==> config.mk <==
export PLATFORM = sky130hd
export DESIGN_NAME = bundle_energy_meter
export DESIGN_NICKNAME = d
export VERILOG_FILES = /design/src/rtl/bem_pkg.sv /design/src/rtl/bem_coef_bank.sv /design/src/rtl/bem_cycle_cost.sv /design/src/rtl/bem_sat_accum.sv /design/src/rtl/bem_cycle_counters.sv /design/src/rtl/bundle_energy_meter.sv
export SDC_FILE = /design/constraint.sdc
export NUM_CORES = 1
export LEC_CHECK = 0
export BUFFER_PORTS_ARGS = -buffer_cell sky130_fd_sc_hd__buf_2
export CORE_ASPECT_RATIO = 0.9
export CORE_MARGIN = 8
export CORE_UTILIZATION = 58
export CTS_CLUSTER_DIAMETER = 40
export CTS_CLUSTER_SIZE = 30
export DETAILED_ROUTE_END_ITERATION = 10
export GPL_TIMING_DRIVEN = 0
export PLACE_DENSITY = 0.79
export SETUP_SLACK_MARGIN = 0.4
export SYNTH_ARGS = -nofsm -noshare
export SYNTH_HDL_FRONTEND = slang
export SYNTH_HIERARCHICAL = 1
export SYNTH_SLANG_ARGS = --single-unit
==> constraint.sdc <==
create_clock -name clk -period 12.8 [get_ports clk]
set_input_delay 1.28 -clock clk [delete_from_list [all_inputs] [get_ports clk]]
set_output_delay 1.28 -clock clk [all_outputs]
set_load 0.03 [all_outputs]
==> src/rtl/bem_pkg.sv <==
package bem_pkg;

  // Kind of a sampled core cycle; order is also the counter index + 1
  typedef enum logic [1:0] {
    CAT_IDLE  = 2'd0,
    CAT_IDEAL = 2'd1,
    CAT_STALL = 2'd2,
    CAT_IMISS = 2'd3
  } cyc_cat_e;

  // Coefficient slots in the write port
  localparam int unsigned COEF_BASE  = 0;
  localparam int unsigned COEF_SYL   = 1;
  localparam int unsigned COEF_STALL = 2;
  localparam int unsigned COEF_IMISS = 3;
  localparam int unsigned NUM_COEF   = 4;
  localparam int unsigned NUM_CNT    = 3;

endpackage

==> src/rtl/bem_coef_bank.sv <==
module bem_coef_bank #(
  parameter int unsigned COEF_W = 16,
  parameter int unsigned ADDR_W = 2
) (
  input  logic              clk,
  input  logic              rst,
  input  logic              we,
  input  logic [ADDR_W-1:0] addr,
  input  logic [COEF_W-1:0] wdata,
  output logic [COEF_W-1:0] base_o,
  output logic [COEF_W-1:0] syl_o,
  output logic [COEF_W-1:0] stall_o,
  output logic [COEF_W-1:0] miss_o
);
  import bem_pkg::*;

  localparam int unsigned DEPTH = 1 << ADDR_W;

  logic [COEF_W-1:0] coef_q [DEPTH];

  always_ff @(posedge clk) begin
    if (rst) begin
      for (int i = 0; i < DEPTH; i++) coef_q[i] <= '0;
    end else if (we) begin
      coef_q[addr] <= wdata;
    end
  end

  assign base_o  = coef_q[COEF_BASE];
  assign syl_o   = coef_q[COEF_SYL];
  assign stall_o = coef_q[COEF_STALL];
  assign miss_o  = coef_q[COEF_IMISS];

endmodule

==> src/rtl/bem_cycle_cost.sv <==
module bem_cycle_cost #(
  parameter int unsigned SLOTS  = 4,
  parameter int unsigned COEF_W = 16,
  parameter int unsigned COST_W = COEF_W + $clog2(SLOTS + 2)
) (
  input  logic                 clk,
  input  logic                 rst,
  input  logic                 clr,
  input  logic                 issue_vld,
  input  logic [SLOTS-1:0]     slot_nop,
  input  logic                 dstall,
  input  logic                 imiss,
  input  logic [COEF_W-1:0]    base_i,
  input  logic [COEF_W-1:0]    syl_i,
  input  logic [COEF_W-1:0]    stall_i,
  input  logic [COEF_W-1:0]    miss_i,
  output bem_pkg::cyc_cat_e    cat_q,
  output logic [COST_W-1:0]    cost_q
);
  import bem_pkg::*;

  localparam int unsigned NZ_W = $clog2(SLOTS + 1);

  logic [NZ_W-1:0]   live_ops;
  logic [COST_W-1:0] bundle_cost;
  cyc_cat_e          cat_d;
  logic [COST_W-1:0] cost_d;

  // Count of slots holding a real operation
  always_comb begin
    live_ops = '0;
    for (int i = 0; i < SLOTS; i++) begin
      if (!slot_nop[i]) live_ops = live_ops + NZ_W'(1);
    end
  end

  assign bundle_cost = COST_W'(base_i) + COST_W'(live_ops) * COST_W'(syl_i);

  // Stall outranks fetch miss, which outranks issue
  always_comb begin
    if (dstall) begin
      cat_d  = CAT_STALL;
      cost_d = COST_W'(stall_i);
    end else if (imiss) begin
      cat_d  = CAT_IMISS;
      cost_d = COST_W'(miss_i);
    end else if (issue_vld) begin
      cat_d  = CAT_IDEAL;
      cost_d = bundle_cost;
    end else begin
      cat_d  = CAT_IDLE;
      cost_d = '0;
    end
  end

  always_ff @(posedge clk) begin
    if (rst || clr) begin
      cat_q  <= CAT_IDLE;
      cost_q <= '0;
    end else begin
      cat_q  <= cat_d;
      cost_q <= cost_d;
    end
  end

endmodule

==> src/rtl/bem_sat_accum.sv <==
module bem_sat_accum #(
  parameter int unsigned ACC_W  = 48,
  parameter int unsigned COST_W = 19
) (
  input  logic              clk,
  input  logic              rst,
  input  logic              clr,
  input  logic [COST_W-1:0] cost_i,
  output logic [ACC_W-1:0]  acc_q
);

  logic [ACC_W:0] sum;

  assign sum = {1'b0, acc_q} + (ACC_W + 1)'(cost_i);

  always_ff @(posedge clk) begin
    if (rst || clr) begin
      acc_q <= '0;
    end else if (sum[ACC_W]) begin
      acc_q <= '1;
    end else begin
      acc_q <= sum[ACC_W-1:0];
    end
  end

endmodule

==> src/rtl/bem_cycle_counters.sv <==
module bem_cycle_counters #(
  parameter int unsigned CNT_W = 32
) (
  input  logic                clk,
  input  logic                rst,
  input  logic                clr,
  input  bem_pkg::cyc_cat_e   cat_i,
  output logic [CNT_W-1:0]    ideal_o,
  output logic [CNT_W-1:0]    stall_o,
  output logic [CNT_W-1:0]    imiss_o
);
  import bem_pkg::*;

  logic [NUM_CNT-1:0][CNT_W-1:0] cnt_q;

  for (genvar g = 0; g < NUM_CNT; g++) begin : g_cnt
    always_ff @(posedge clk) begin
      if (rst || clr) begin
        cnt_q[g] <= '0;
      end else if (cat_i == cyc_cat_e'(2'(g + 1))) begin
        cnt_q[g] <= cnt_q[g] + CNT_W'(1);
      end
    end
  end

  assign ideal_o = cnt_q[0];
  assign stall_o = cnt_q[1];
  assign imiss_o = cnt_q[2];

endmodule

==> src/rtl/bundle_energy_meter.sv <==
module bundle_energy_meter #(
  parameter int unsigned SLOTS  = 4,
  parameter int unsigned COEF_W = 16,
  parameter int unsigned ACC_W  = 48,
  parameter int unsigned CNT_W  = 32
) (
  input  logic              clk,
  input  logic              rst,
  input  logic              clr,
  input  logic              issue_vld,
  input  logic [SLOTS-1:0]  slot_nop,
  input  logic              dstall,
  input  logic              imiss,
  input  logic              cfg_we,
  input  logic [1:0]        cfg_addr,
  input  logic [COEF_W-1:0] cfg_wdata,
  output logic [ACC_W-1:0]  energy_total,
  output logic [CNT_W-1:0]  ideal_cnt,
  output logic [CNT_W-1:0]  stall_cnt,
  output logic [CNT_W-1:0]  imiss_cnt
);
  import bem_pkg::*;

  localparam int unsigned COST_W = COEF_W + $clog2(SLOTS + 2);

  logic [COEF_W-1:0] c_base, c_syl, c_stall, c_miss;
  cyc_cat_e          cat_s1;
  logic [COST_W-1:0] cost_s1;

  bem_coef_bank #(.COEF_W(COEF_W), .ADDR_W(2)) u_coef (
    .clk     (clk),
    .rst     (rst),
    .we      (cfg_we),
    .addr    (cfg_addr),
    .wdata   (cfg_wdata),
    .base_o  (c_base),
    .syl_o   (c_syl),
    .stall_o (c_stall),
    .miss_o  (c_miss)
  );

  bem_cycle_cost #(.SLOTS(SLOTS), .COEF_W(COEF_W), .COST_W(COST_W)) u_cost (
    .clk       (clk),
    .rst       (rst),
    .clr       (clr),
    .issue_vld (issue_vld),
    .slot_nop  (slot_nop),
    .dstall    (dstall),
    .imiss     (imiss),
    .base_i    (c_base),
    .syl_i     (c_syl),
    .stall_i   (c_stall),
    .miss_i    (c_miss),
    .cat_q     (cat_s1),
    .cost_q    (cost_s1)
  );

  bem_sat_accum #(.ACC_W(ACC_W), .COST_W(COST_W)) u_acc (
    .clk    (clk),
    .rst    (rst),
    .clr    (clr),
    .cost_i (cost_s1),
    .acc_q  (energy_total)
  );

  bem_cycle_counters #(.CNT_W(CNT_W)) u_cnt (
    .clk     (clk),
    .rst     (rst),
    .clr     (clr),
    .cat_i   (cat_s1),
    .ideal_o (ideal_cnt),
    .stall_o (stall_cnt),
    .imiss_o (imiss_cnt)
  );

endmodule

-- Word-level counts from Yosys, hierarchy flattened
Memories as Yosys holds them, arrays and structs flattened.
Index checks and enable logic that the tools add are counted.
- flip-flop bits (word level): 165
- RAM bits: 64
- bits of input ports: 29
- output and inout bits: 144
- logic and storage cells: 45
- memories: 1
- memory list (name ; words ; bits a word ; rd ports ; clocked after memory_dff ; write ports ; RTL line ; RTL):
    u_coef.coef_q ; 4 ; 16 ; 4 ; 0 ; 4 ; bem_coef_bank.sv:19 ; logic [COEF_W-1:0] coef_q [DEPTH];
- add/sub/neg operators: 8
- multiply operators: 1
- eq/ne operators: 3
- mux-type cells: 19
- bitwise logic cells: 1
- reduce and logical (&&, ||, !) cells: 4
- operators by type and width (cell ; number):
    $add A32 B1 Y32 const B ; 3
    $mux W16 ; 4
    $add A48 B19 Y49 ; 1
    $mux W48 ; 1
    $add A16 B19 Y19 ; 1
    $mul A3 B16 Y19 ; 1
    $reduce_or A16 Y1 ; 1
    $mux W3 ; 3
    $mux W1 ; 8
    $add A3 B1 Y3 const B ; 2
    $mux W2 ; 3
    $eq A2 B2 Y1 const B ; 2
    $reduce_or A4 Y1 ; 1
    $add A1 B1 Y2 const B ; 1
    $eq A2 B1 Y1 const B ; 1
    $reduce_or A2 Y1 ; 1
    $logic_or A1 B1 Y1 ; 1
    $not A1 Y1 ; 1

-- Longest topological paths before layout
Gate-level depths: netlist (run 1).
- depth after elaboration: 12
- depth in mapped cells: 21
- depth with buffers taken out: 19

-- Cells and area by module
The synthesis (run 1) kept the hierarchy.
- by module, submodules not included (module ; times used ; cells each ; area each (sq um) ; seq. area each (sq um)):
    bem_cycle_counters ; 1 ; 542 ; 4589.4 ; 1921.8
    bem_cycle_cost ; 1 ; 404 ; 3090.5 ; 420.4
    bem_sat_accum ; 1 ; 349 ; 2985.4 ; 960.9
    bem_coef_bank ; 1 ; 143 ; 2473.6 ; 1921.8

-- Least setup slack after synthesis (run 1)
Ideal clock, no wire load.
- kind: in2reg
- from: input slot_nop[0]
- to: register u_cost.cost_q[15]
- library setup time: 0.120 ns
- arrival: 5.353 ns
- data required time: 12.680 ns
- path slack: 7.327 ns
- stages on the path: 18
- path through: inv_1 ha_1 xnor2_1 ha_1 nand2b_1 xnor2_1 clkbuf_1 nand2_1 fa_1 inv_1 fa_1 inv_1 fa_1 nor2b_1 o31a_2 o31ai_2 o41a_1 a211o_1
- cells in the longest elaborated chain, start to end: 12
- RTL lines (item ; RTL line ; RTL):
    start, declared ; bundle_energy_meter.sv:11 ; input logic [SLOTS-1:0] slot_nop,
    $mux W1 * ; bem_cycle_cost.sv:33 ; if (!slot_nop[i]) live_ops = live_ops + NZ_W'(1);
    $add A1 B1 Y2 ; bem_cycle_cost.sv:33 ;
    $mux W3 * ; bem_cycle_cost.sv:33 ;
    $add A3 B1 Y3 ; bem_cycle_cost.sv:33 ;
    $mux W3 * ; bem_cycle_cost.sv:33 ;
    $add A3 B1 Y3 ; bem_cycle_cost.sv:33 ;
    $mux W3 * ; bem_cycle_cost.sv:33 ;
    $mul A3 B16 Y19 * ; bem_cycle_cost.sv:37 ; assign bundle_cost = COST_W'(base_i) + COST_W'(live_ops) * COST_W'(syl_i);
    $add A16 B19 Y19 * ; bem_cycle_cost.sv:37 ;
    $mux W16 * ; bem_cycle_cost.sv:47 ; end else if (issue_vld) begin
    $mux W16 * ; bem_cycle_cost.sv:44 ; end else if (imiss) begin
    $mux W16 * ; bem_cycle_cost.sv:41 ; if (dstall) begin
    end signal, assigned ; bem_cycle_cost.sv:62 ; cost_q <= cost_d;
    end, declared ; bem_cycle_cost.sv:18 ; output logic [COST_W-1:0] cost_q
Every way passes the cells marked *; elsewhere a longest branch is shown, timed or not.
A chain may end at the register's enable or synchronous reset.

-- Worst setup path after layout (run 1)
Same ends and word-level chain as after synthesis.

==> flow_metrics.env, run 1 <==
export IMPL_status="completed"
export IMPL_cts_sinks=229
export IMPL_die_area_sq_mm=0.0277
export IMPL_htreeDepth=2
export IMPL_drive_gt1_frac=0.172
export IMPL_clk_latency_ns=0.50
export IMPL_worstHoldEndpoint="u_cost/cost_q[0]$_SDFF_PP0_"
export IMPL_synth_simple_gate_area_frac=0.246
export IMPL_fin_ws_ns=6.84
export IMPL_hp_class="reg -> reg"
export IMPL_relSlewSlack=0.237
export IMPL_tightest_slew_ns=1.13
export IMPL_sw_frac_of_total=0.288
export IMPL_synth_seq_cells=229
export IMPL_fmax_mhz=168
export IMPL_root_buffer="clkbuf_16"
export IMPL_p_total_mw=2.06
export IMPL_rsz0062_at_grt="false"
export IMPL_area_growth_pct=17.8
export IMPL_postSynthCellCount=1438
export IMPL_drt_pass1_iterations=6
export IMPL_async_flop_share=0
export IMPL_synth_top_family_by_area="simple AND/OR/NAND/NOR gates"
export IMPL_port_buffers=172
export IMPL_tritoncts="yes"
export IMPL_endpoint_kind="register"
export IMPL_cts_setup_buffers=0
export IMPL_synth_xor_area_frac=0.0440
export IMPL_post_place_ws_ns=6.37
export IMPL_ys_flop_type="dfxtp_1"
export IMPL_viasPerCell=5.80
export IMPL_r2r_cells=13
export IMPL_gr_usage_all_layers=0.230
export IMPL_p_leak_nw=6.25
export IMPL_peakVddDrop_mv=0.149
export IMPL_setup_viol=0
export IMPL_wl_per_cell_microns=16.9
export IMPL_synth_area_sq_mm=0.0131
export IMPL_p_int_mw=1.47
export IMPL_final_period_utilization=0.466
export IMPL_min_path_cells=2
export IMPL_grt_max_degree=18
export IMPL_startpoint_type="input pin"
export IMPL_clk_pin_slew_ns=0.05
export IMPL_antenna_found_initial=0
export IMPL_muxShareOfSynthArea=0.00771
export IMPL_reg2reg_to="u_cost/cost_q[18]$_SDFF_PP0_"
export IMPL_synth_edf_count=64
export IMPL_hp_start="u_coef/coef_q[2][0]$_SDFFCE_PN0P_"
export IMPL_slew_viol_final=0
export IMPL_synth_compound_area_share=0.163
export IMPL_tns_ns=0
export IMPL_io_pins=173
export IMPL_fin_crit_ns=5.96
export IMPL_ys_types=83
export IMPL_finalNonFillerCells=1968
export IMPL_start_util=0.587
export IMPL_grt_first_pass_wirelength_mm=54.4
export IMPL_routed_wl_mm=33.3
export IMPL_cp_arrival_ns=6.34
export IMPL_hold_viol_final=0
export IMPL_cts_resized=0
export IMPL_cts_hold_buf=0
export IMPL_cap_violations=0
export IMPL_first_iter_violations=838
export IMPL_grt_pass1_vias=10900
export IMPL_fp_dieW_microns=175
export IMPL_cts_path_max_buffers=3
export IMPL_vias=11400
export IMPL_seq_area_frac_synth=0.398
export IMPL_postSynthNetCount=1546
export IMPL_hpwl_mm=24.7
export IMPL_synth_adder_area_share=0.0924
export IMPL_power_density_mw_per_mm2=133
export IMPL_worstSetupStartpoint="slot_nop[0]"
export IMPL_p_sw_mw=0.594
export IMPL_cp_max_fo=10
export IMPL_drc=0
export IMPL_antennaDiodeCount=0
export IMPL_overflow=0
export IMPL_reg2reg_setup_slack_ns=9.22
export IMPL_combPwrFrac=0.191
export IMPL_cp_required_ns=13.18
export IMPL_core_sq_mm=0.0224
export IMPL_seq_power_share=0.377
export IMPL_ys_warn_count=6
export IMPL_dp_cells=1907
export IMPL_gp_congestion=0.887
export IMPL_syn_area_per_cell_sq_um=9.14
export IMPL_ant_nets=0
export IMPL_p_clk_frac=0.432
export IMPL_nets=1754
export IMPL_r2r_start="u_coef/coef_q[1][7]$_SDFFCE_PN0P_"
export IMPL_skew_ns=0.0264
export IMPL_cts_made_buffers=34
export IMPL_worst_setup_path_type="in -> reg"
export IMPL_die_h_microns=159
export IMPL_fp_row_count=52
routing by layer:
layer | part of all wire | up-vias | global-route usage
met2 | 0.46 | 420 | 0.367
li1 | - | 5603 | -
met5 | 0 | - | 0
met4 | 0.025 | 0 | 0.0724
met3 | 0.069 | 65 | 0.0443
met1 | 0.45 | 5332 | 0.311
power groups by stage:
stage	Clock (mW)	Combinational, mW	Sequential [mW]
6_report	0.891	0.394	0.778
5_1_grt	0.945	0.442	0.780
4_1_cts	0.908	0.390	0.778
3_5_place_dp	0	0.387	0.793
3_3_place_gp	0	0.375	0.792
2_1_floorplan	0	0.293	0.794
worst max-delay path by stage:
stage	end	slack, ns
6_report	u_cost/cost_q[15]$_SDFF_PP0_	6.84
5_1_grt	u_cost/cost_q[18]$_SDFF_PP0_	6.54
4_1_cts	u_cost/cost_q[15]$_SDFF_PP0_	6.90
3_5_place_dp	u_cost/cost_q[15]$_SDFF_PP0_	6.37
3_3_place_gp	u_cost/cost_q[18]$_SDFF_PP0_	6.50
2_1_floorplan	u_cost/cost_q[15]$_SDFF_PP0_	7.33
cell type report:
class                   instances  area (sq um)
clock inverters                22           218
well taps                     297           372
inverters                      86           323
repair buffers                172           861
flip-flops and latches        229          5230
multi-input cells            1053          7270
plain buffers                  70           327
clock buffers                  39           891
fillers                      1811          6900
layout by cell type, fill, tap and decap left out, types with 7 or more instances in the layout:
cell       count
edfxtp_1      64
and3_1        22
mux2i_1        9
xnor2_1       34
dfxtp_1      165
buf_2        183
o21ai_1        7
nor3_1        19
and2_1       101
nor2_1        85
nor2b_1       20
a21oi_1      143
xor2_1        32
fa_1          30
a211oi_1      11
clkbuf_1      55
inv_1         86
ha_1          49
or4_1         37
nand3_1       45
nand4_1       42
and4_1        14
a21o_1        12
a31oi_1       14
o31ai_1       33
or3_1         36
clkbuf_16     35
o21ai_0       55
nand2b_1       7
nand2_1       95
sequential cells by signal (all words and copies together), names as in the netlist:
| register | cells |
|---|---|
| u_cost/cat_q | 2 |
| u_cnt/stall_o | 32 |
| u_cnt/imiss_o | 32 |
| u_cost/cost_q | 19 |
| u_acc/acc_q | 48 |
| u_coef/coef_q | 64 |
| u_cnt/ideal_o | 32 |
Yosys cell counts, drive strengths merged, types with 3 or more instances:
cell | number | area share
inv | 86 | 0.025
buf | 18 | 0.0099
a2111oi | 3 | 0.0063
xnor2 | 34 | 0.023
ha | 49 | 0.047
o21ai | 63 | 0.024
or4 | 38 | 0.022
a211oi | 13 | 0.0082
nand2 | 96 | 0.028
nand4 | 44 | 0.023
and2 | 102 | 0.049
nor3b | 3 | 0.0017
mux2i | 9 | 0.0069
fa | 30 | 0.046
a21o | 12 | 0.0069
o211ai | 5 | 0.0039
or2 | 6 | 0.0029
nand2b | 7 | 0.0033
nor2 | 85 | 0.024
o31ai | 34 | 0.020
edfxtp | 64 | 0.15
nand3b | 3 | 0.0017
nor2b | 21 | 0.011
a21oi | 146 | 0.056
nor4 | 7 | 0.0038
nor3 | 19 | 0.0072
a221oi | 7 | 0.0051
xor2 | 32 | 0.021
o21a | 5 | 0.0029
nand3 | 46 | 0.018
dfxtp | 165 | 0.25
and4 | 16 | 0.011
clkbuf | 52 | 0.015
a311oi | 3 | 0.0020
or3 | 36 | 0.017
a31oi | 14 | 0.0067
o31a | 3 | 0.0021
o41ai | 3 | 0.0020
o21bai | 7 | 0.0043
and3b | 3 | 0.0020
and3 | 22 | 0.010
cell families (layout without fill, tap and decap cells):
family                     Yosys count  after routing
and+or+nand+nor                    565            565
AOI/OAI and AO/OA                  333            333
DFF                                229            229
buffers and inverters              156            389
adders and majority gates           79             79
xor gates and xnor gates            66             66
muxes                               10             10
critical path, cell delays in order:
cell and delay, ns:
buf_2 0.09, inv_1 0.05, ha_1 0.32, xnor2_1 0.26
ha_1 0.19, nand2b_1 0.06, xnor2_1 0.55, clkbuf_1 0.42
nand2_1 0.14, fa_1 0.56, inv_1 0.06, fa_1 0.53
inv_1 0.07, fa_1 0.43, nor2b_1 0.25, o31a_2 0.22
o31ai_2 0.10, o41a_1 0.48, a211o_1 0.29
through the flow:
| step | hold slack (ns) | area, sq um | util |
|---|---|---|---|
| after floorplan | 0.452 | 13100 | - |
| after global placement | 0.459 | 14400 | 0.642 |
| after detailed placement | 0.465 | 14400 | 0.642 |
| after CTS | 0.483 | 15500 | 0.692 |
| after global routing | 0.506 | 15500 | 0.692 |
| final | 0.481 | 15500 | 0.692 |
Note: power is estimated with default switching activity, not from simulation.
==> run 2: changes to the inputs <==
Clock period 12.8 ns to 5.9 ns, I/O delays scaled along.
==> flow_metrics.env, run 2 (synthesized netlist as in run 1, its figures left out) <==
export IMPL_final_period_utilization=0.862
export IMPL_slew_viol_final=0
export IMPL_die_h_microns=159
export IMPL_hp_class="in -> reg"
export IMPL_p_leak_nw=6.26
export IMPL_tritoncts="yes"
export IMPL_area_growth_pct=17.9
export IMPL_skew_ns=0.0289
export IMPL_peakVddDrop_mv=0.323
export IMPL_port_buffers=172
export IMPL_hpwl_mm=24.7
export IMPL_routed_wl_mm=33.3
export IMPL_status="completed"
export IMPL_reg2reg_to="u_cost/cost_q[18]$_SDFF_PP0_"
export IMPL_reg2reg_setup_slack_ns=2.31
export IMPL_sw_frac_of_total=0.289
export IMPL_cp_required_ns=6.28
export IMPL_setup_viol=0
export IMPL_fin_crit_ns=5.08
export IMPL_use_met2=0.367
export IMPL_drc=0
export IMPL_largestRegisters="u_coef/coef_q (64), u_acc/acc_q (48)"
export IMPL_fp_dieW_microns=175
export IMPL_seqCellArea_sq_mm=0.00523
export IMPL_min_path_cells=2
export IMPL_grt_busiest_layer="met2"
export IMPL_multi_input_area_sq_mm=0.00728
export IMPL_dpl_cell_area_sq_mm=0.0144
export IMPL_fill_cells=1808
export IMPL_clk_pin_slew_ns=0.07
export IMPL_p_int_mw=3.19
export IMPL_largest_reg_flops=64
export IMPL_power_density_mw_per_mm2=289
export IMPL_die_area_sq_mm=0.0277
export IMPL_ant_nets=0
export IMPL_cts_path_max_buffers=3
export IMPL_vias=11500
export IMPL_fin_ws_ns=0.817
export IMPL_fmax_mhz=197
export IMPL_cp_arrival_ns=5.46
export IMPL_htreeDepth=2
export IMPL_drive_gt1_frac=0.173
export IMPL_gp_congestion=0.887
export IMPL_hp_start="cfg_wdata[7]"
export IMPL_overflow=0
export IMPL_wl_per_cell_microns=16.9
export IMPL_cts_made_buffers=34
export IMPL_r2r_cells=13
export IMPL_first_iter_violations=964
export IMPL_cts_sinks=229
export IMPL_regMostFlops="u_coef/coef_q"
export IMPL_nets=1754
export IMPL_gr_usage_all_layers=0.230
export IMPL_io_pins=173
export IMPL_relSlewSlack=0.206
export IMPL_grt_first_pass_wirelength_mm=54.4
export IMPL_combPwrFrac=0.191
export IMPL_cap_violations=0
export IMPL_grt_pass1_vias=10900
export IMPL_layout_commonest_cell="buf_2"
export IMPL_core_sq_mm=0.0224
export IMPL_endpoint_kind="register"
export IMPL_tns_ns=0
export IMPL_root_buffer="clkbuf_16"
export IMPL_p_sw_mw=1.29
export IMPL_fp_row_count=52
export IMPL_final_core_util=0.692
export IMPL_startpoint_type="input pin"
export IMPL_p_clk_frac=0.432
export IMPL_worstHoldEndpoint="u_coef/coef_q[3][7]$_DFFE_PP_"
export IMPL_r2r_start="u_coef/coef_q[1][7]$_SDFFCE_PN0P_"
export IMPL_rsz0062_at_grt="false"
export IMPL_antenna_found_initial=0
export IMPL_grt_use_met3=0.0443
export IMPL_start_util=0.587
export IMPL_hold_viol_final=0
export IMPL_grt_max_degree=18
export IMPL_antennaDiodeCount=0
export IMPL_worst_setup_path_type="in -> reg"
export IMPL_fin_area_sq_mm=0.0155
export IMPL_met1_usage=0.311
export IMPL_drt_pass1_iterations=5
export IMPL_tightest_slew_ns=1.18
export IMPL_hold_ws_ns=0.439
export IMPL_final_cell_mix="buf_2 (183), dfxtp_1 (165), a21oi_1 (143), and2_1 (101), nand2_1 (95)"
export IMPL_cp_max_fo=10
export IMPL_clk_latency_ns=0.51
export IMPL_seq_power_share=0.377
export IMPL_viasPerCell=5.82
export IMPL_post_place_ws_ns=0.162
==> run 2: changes by cell type in the layout (fill, tap and decap cells not counted) <==
cell | before | now
mux2i_1 | 9 | 8
mux2i_2 | 0 | 1
xnor2_1 | 34 | 33
xnor2_2 | 0 | 1
==> run 2: cell type report <==
class	count	share of cell area
Clock inverter	22	0.0141
Buffer	70	0.0211
Tap cell	297	0.0240
Multi-Input combinational cell	1053	0.470
Sequential cell	229	0.337
Clock buffer	39	0.0575
Timing Repair Buffer	172	0.0556
Inverter	86	0.0208
==> run 2: power groups by stage <==
stage	Combinational (mW)	Clock (mW)	Sequential (mW)
3_5_place_dp	0.839	0	1.72
4_1_cts	0.846	1.97	1.69
3_3_place_gp	0.813	0	1.72
2_1_floorplan	0.636	0	1.72
5_1_grt	0.960	2.05	1.69
6_report	0.857	1.94	1.69
==> run 2: metal layers <==
metal / vias to the layer above / wire, microns
met3: 66 / 2300
met2: 428 / 15200
met1: 5361 / 15000
met5: - / 0
met4: 0 / 828
li1: 5602 / -
==> run 2: metrics by stage <==
stage	cells	total power, mW
finish	1968	4.48
global route	1968	4.70
CTS	1968	4.50
detailed placement	1907	2.56
global placement	1907	2.53
floorplan	1438	2.36
==> run 2: critical path: stages <==
cell      delay (ns)
buf_2           0.09
inv_1           0.05
ha_1            0.32
xnor2_1         0.25
ha_1            0.29
mux2i_2         0.42
clkbuf_1        0.44
nor2b_1         0.13
fa_1            0.51
inv_1           0.05
fa_1            0.49
inv_1           0.04
ha_1            0.28
clkbuf_1        0.19
a21oi_1         0.17
o21ai_0         0.13
a21oi_2         0.25
o21bai_1        0.20
o22ai_1         0.20
mux2_2          0.37
==> run 2: what timing repair did <==
item,4_1_cts,5_1_grt
resized for setup,0,2
hold buffers,0,0
setup buffers,0,0
setup endpoints to repair,0,2
==> run 2: how the worst max path moves through the flow <==
stage	startpoint	end
2_1_floorplan	slot_nop[0]	u_cost/cost_q[15]$_SDFF_PP0_
3_3_place_gp	slot_nop[0]	u_cost/cost_q[18]$_SDFF_PP0_
3_5_place_dp	slot_nop[0]	u_cost/cost_q[15]$_SDFF_PP0_
4_1_cts	slot_nop[0]	u_cost/cost_q[15]$_SDFF_PP0_
5_1_grt	slot_nop[0]	u_cost/cost_q[18]$_SDFF_PP0_
6_report	slot_nop[0]	u_cost/cost_q[18]$_SDFF_PP0_
==> run 3: changes to the inputs <==
Settings changed: BUFFER_PORTS_ARGS -buffer_cell sky130_fd_sc_hd__buf_2 to not set, DONT_BUFFER_PORTS set to 1, PLACE_DENSITY 0.79 to 0.73.
==> flow_metrics.env, run 3 (synthesized netlist as in run 1, its figures left out) <==
export IMPL_hpwl_mm=24.5
export IMPL_ant_nets=0
export IMPL_overflow=0
export IMPL_layout_commonest_cell="dfxtp_1"
export IMPL_drive_gt1_frac=0.0793
export IMPL_cts_setup_buffers=0
export IMPL_power_density_mw_per_mm2=312
export IMPL_fmax_mhz=194
export IMPL_cts_resized=0
export IMPL_htreeDepth=2
export IMPL_largest_reg_flops=64
export IMPL_critPathMaxStageDelay_ns=0.55
export IMPL_fp_row_count=52
export IMPL_drt_pass1_iterations=5
export IMPL_nets=1583
export IMPL_cp_required_ns=6.29
export IMPL_routed_wl_mm=33.0
export IMPL_worst_setup_path_type="in -> reg"
export IMPL_startpoint_type="input pin"
export IMPL_wl_per_cell_microns=18.4
export IMPL_area_growth_pct=12.0
export IMPL_grt_max_degree=17
export IMPL_skew_ns=0.0257
export IMPL_fp_dieW_microns=175
export IMPL_gp_congestion=0.891
export IMPL_cap_violations=0
export IMPL_port_buffers=0
export IMPL_drc=0
export IMPL_io_pins=173
export IMPL_largestRegisters="u_coef/coef_q (64), u_acc/acc_q (48)"
export IMPL_peakVddDrop_mv=0.275
export IMPL_final_period_utilization=0.873
export IMPL_hp_class="in -> reg"
export IMPL_grt_pass1_vias=10600
export IMPL_rsz0062_at_grt="false"
export IMPL_tns_ns=0
export IMPL_p_leak_nw=5.40
export IMPL_fin_crit_ns=5.15
export IMPL_cp_arrival_ns=5.54
export IMPL_cts_hold_buf=0
export IMPL_seqCellArea_sq_mm=0.00523
export IMPL_fill_cells=1849
export IMPL_antenna_found_initial=1
export IMPL_setup_viol=0
export IMPL_relSlewSlack=0.382
export IMPL_tightest_slew_ns=0.918
export IMPL_antennaDiodeCount=0
export IMPL_cts_path_max_buffers=3
export IMPL_slowest_stage="mux2i_1"
export IMPL_cp_max_fo=10
export IMPL_viasPerCell=6.05
export IMPL_slew_viol_final=0
export IMPL_core_sq_mm=0.0224
export IMPL_status="completed"
export IMPL_endpoint_kind="register"
export IMPL_p_total_mw=4.58
export IMPL_die_h_microns=159
export IMPL_first_iter_violations=714
export IMPL_gr_usage_all_layers=0.231
export IMPL_clk_latency_ns=0.52
export IMPL_crit_chain="inv_1 -> ha_1 -> xnor2_1 -> ha_1 -> mux2i_1 -> clkbuf_1 -> nor2b_1 -> fa_1 -> inv_1 -> fa_1 -> inv_1 -> ha_1 -> clkbuf_1 -> a21oi_1 -> o21ai_0 -> a21oi_2 -> o21bai_1 -> o22ai_1 -> mux2_2"
export IMPL_root_buffer="clkbuf_16"
export IMPL_clk_pin_slew_ns=0.05
export IMPL_regMostFlops="u_coef/coef_q"
export IMPL_grt_first_pass_wirelength_mm=53.8
export IMPL_start_util=0.587
export IMPL_hold_viol_final=0
export IMPL_final_cell_mix="dfxtp_1 (165), a21oi_1 (143), and2_1 (101), nand2_1 (95), inv_1 (86)"
export IMPL_cts_made_buffers=35
export IMPL_tritoncts="yes"
export IMPL_die_area_sq_mm=0.0277
export IMPL_vias=10900
export IMPL_multi_input_area_sq_mm=0.00728
export IMPL_cts_sinks=229
run 3: cell count changes in the layout (fill, tap and decap cells not counted):
| cell | before | now |
|---|---|---|
| clkbuf_8 | 0 | 5 |
| clkbuf_1 | 55 | 56 |
| clkinvlp_4 | 6 | 3 |
| mux2i_1 | 8 | 9 |
| mux2i_2 | 1 | 0 |
| buf_2 | 183 | 11 |
| inv_4 | 0 | 2 |
| clkinv_1 | 2 | 0 |
| clkinv_2 | 4 | 2 |
| clkbuf_16 | 35 | 37 |
| clkinv_8 | 2 | 1 |
run 3: final timing paths:
kind,cells past startpoint,endpoint,slack [ns],from
setup / recovery,19,u_cost/cost_q[18]$_SDFF_PP0_,0.75,slot_nop[0]
hold / removal,2,u_cnt/imiss_o[19]$_SDFFE_PP0N_,0.27,clr
hold reg to reg,2,u_cost/cost_q[0]$_SDFF_PP0_,0.49,u_coef/coef_q[2][0]$_SDFFCE_PN0P_
setup reg to reg,12,u_cost/cost_q[18]$_SDFF_PP0_,2.26,u_coef/coef_q[1][1]$_SDFFCE_PN0P_
run 3: layout make-up:
cell class                 count  share of cell area
tap                          297              0.0253
clock inverter                16              0.0118
sequential                   229               0.355
buffer                        70              0.0222
clock buffer                  47              0.0689
inverter                      86              0.0219
multi-input combinational   1053               0.495
run 3: power by group:
group	internal [mW]	switching [mW]	leakage (nW)
Combinational	0.318	0.501	2.86
Clock	1.31	0.758	0.577
Sequential	1.67	0.0304	1.96
Total	3.29	1.29	5.40
run 3: through the flow:
| stage | utilization | instance area, sq um | setup WS, ns | hold WS, ns | cells |
|---|---|---|---|---|---|
| 5_1_grt | 0.657 | 14700 | 0.424 | 0.247 | 1798 |
| 3_5_place_dp | 0.604 | 13500 | 0.228 | 0.504 | 1735 |
| 2_1_floorplan | - | 13100 | 1.12 | 0.452 | 1438 |
| 6_report | 0.657 | 14700 | 0.748 | 0.265 | 1798 |
| 3_3_place_gp | 0.604 | 13500 | 0.321 | 0.481 | 1735 |
| 4_1_cts | 0.657 | 14700 | 0.758 | 0.244 | 1798 |
run 3: routing by layer:
metal  up-vias  global-route usage  share of wire
met2       381               0.376           0.46
met3        63              0.0650          0.091
met1      5175               0.290           0.43
met4         2              0.0770          0.025
met5         -                   0        0.00039
li1       5261                   -              -
run 3: worst max-delay path: cells and delay by family:
| family | cells | cell delay [ns] |
|---|---|---|
| AO/OA/AOI/OAI | 5 | 0.96 |
| XOR/XNOR | 1 | 0.25 |
| adder cells (fa/ha/maj) | 5 | 1.89 |
| buffers and inverters | 5 | 0.79 |
| multiplexers | 2 | 0.93 |
| AND/OR/NAND/NOR | 1 | 0.13 |
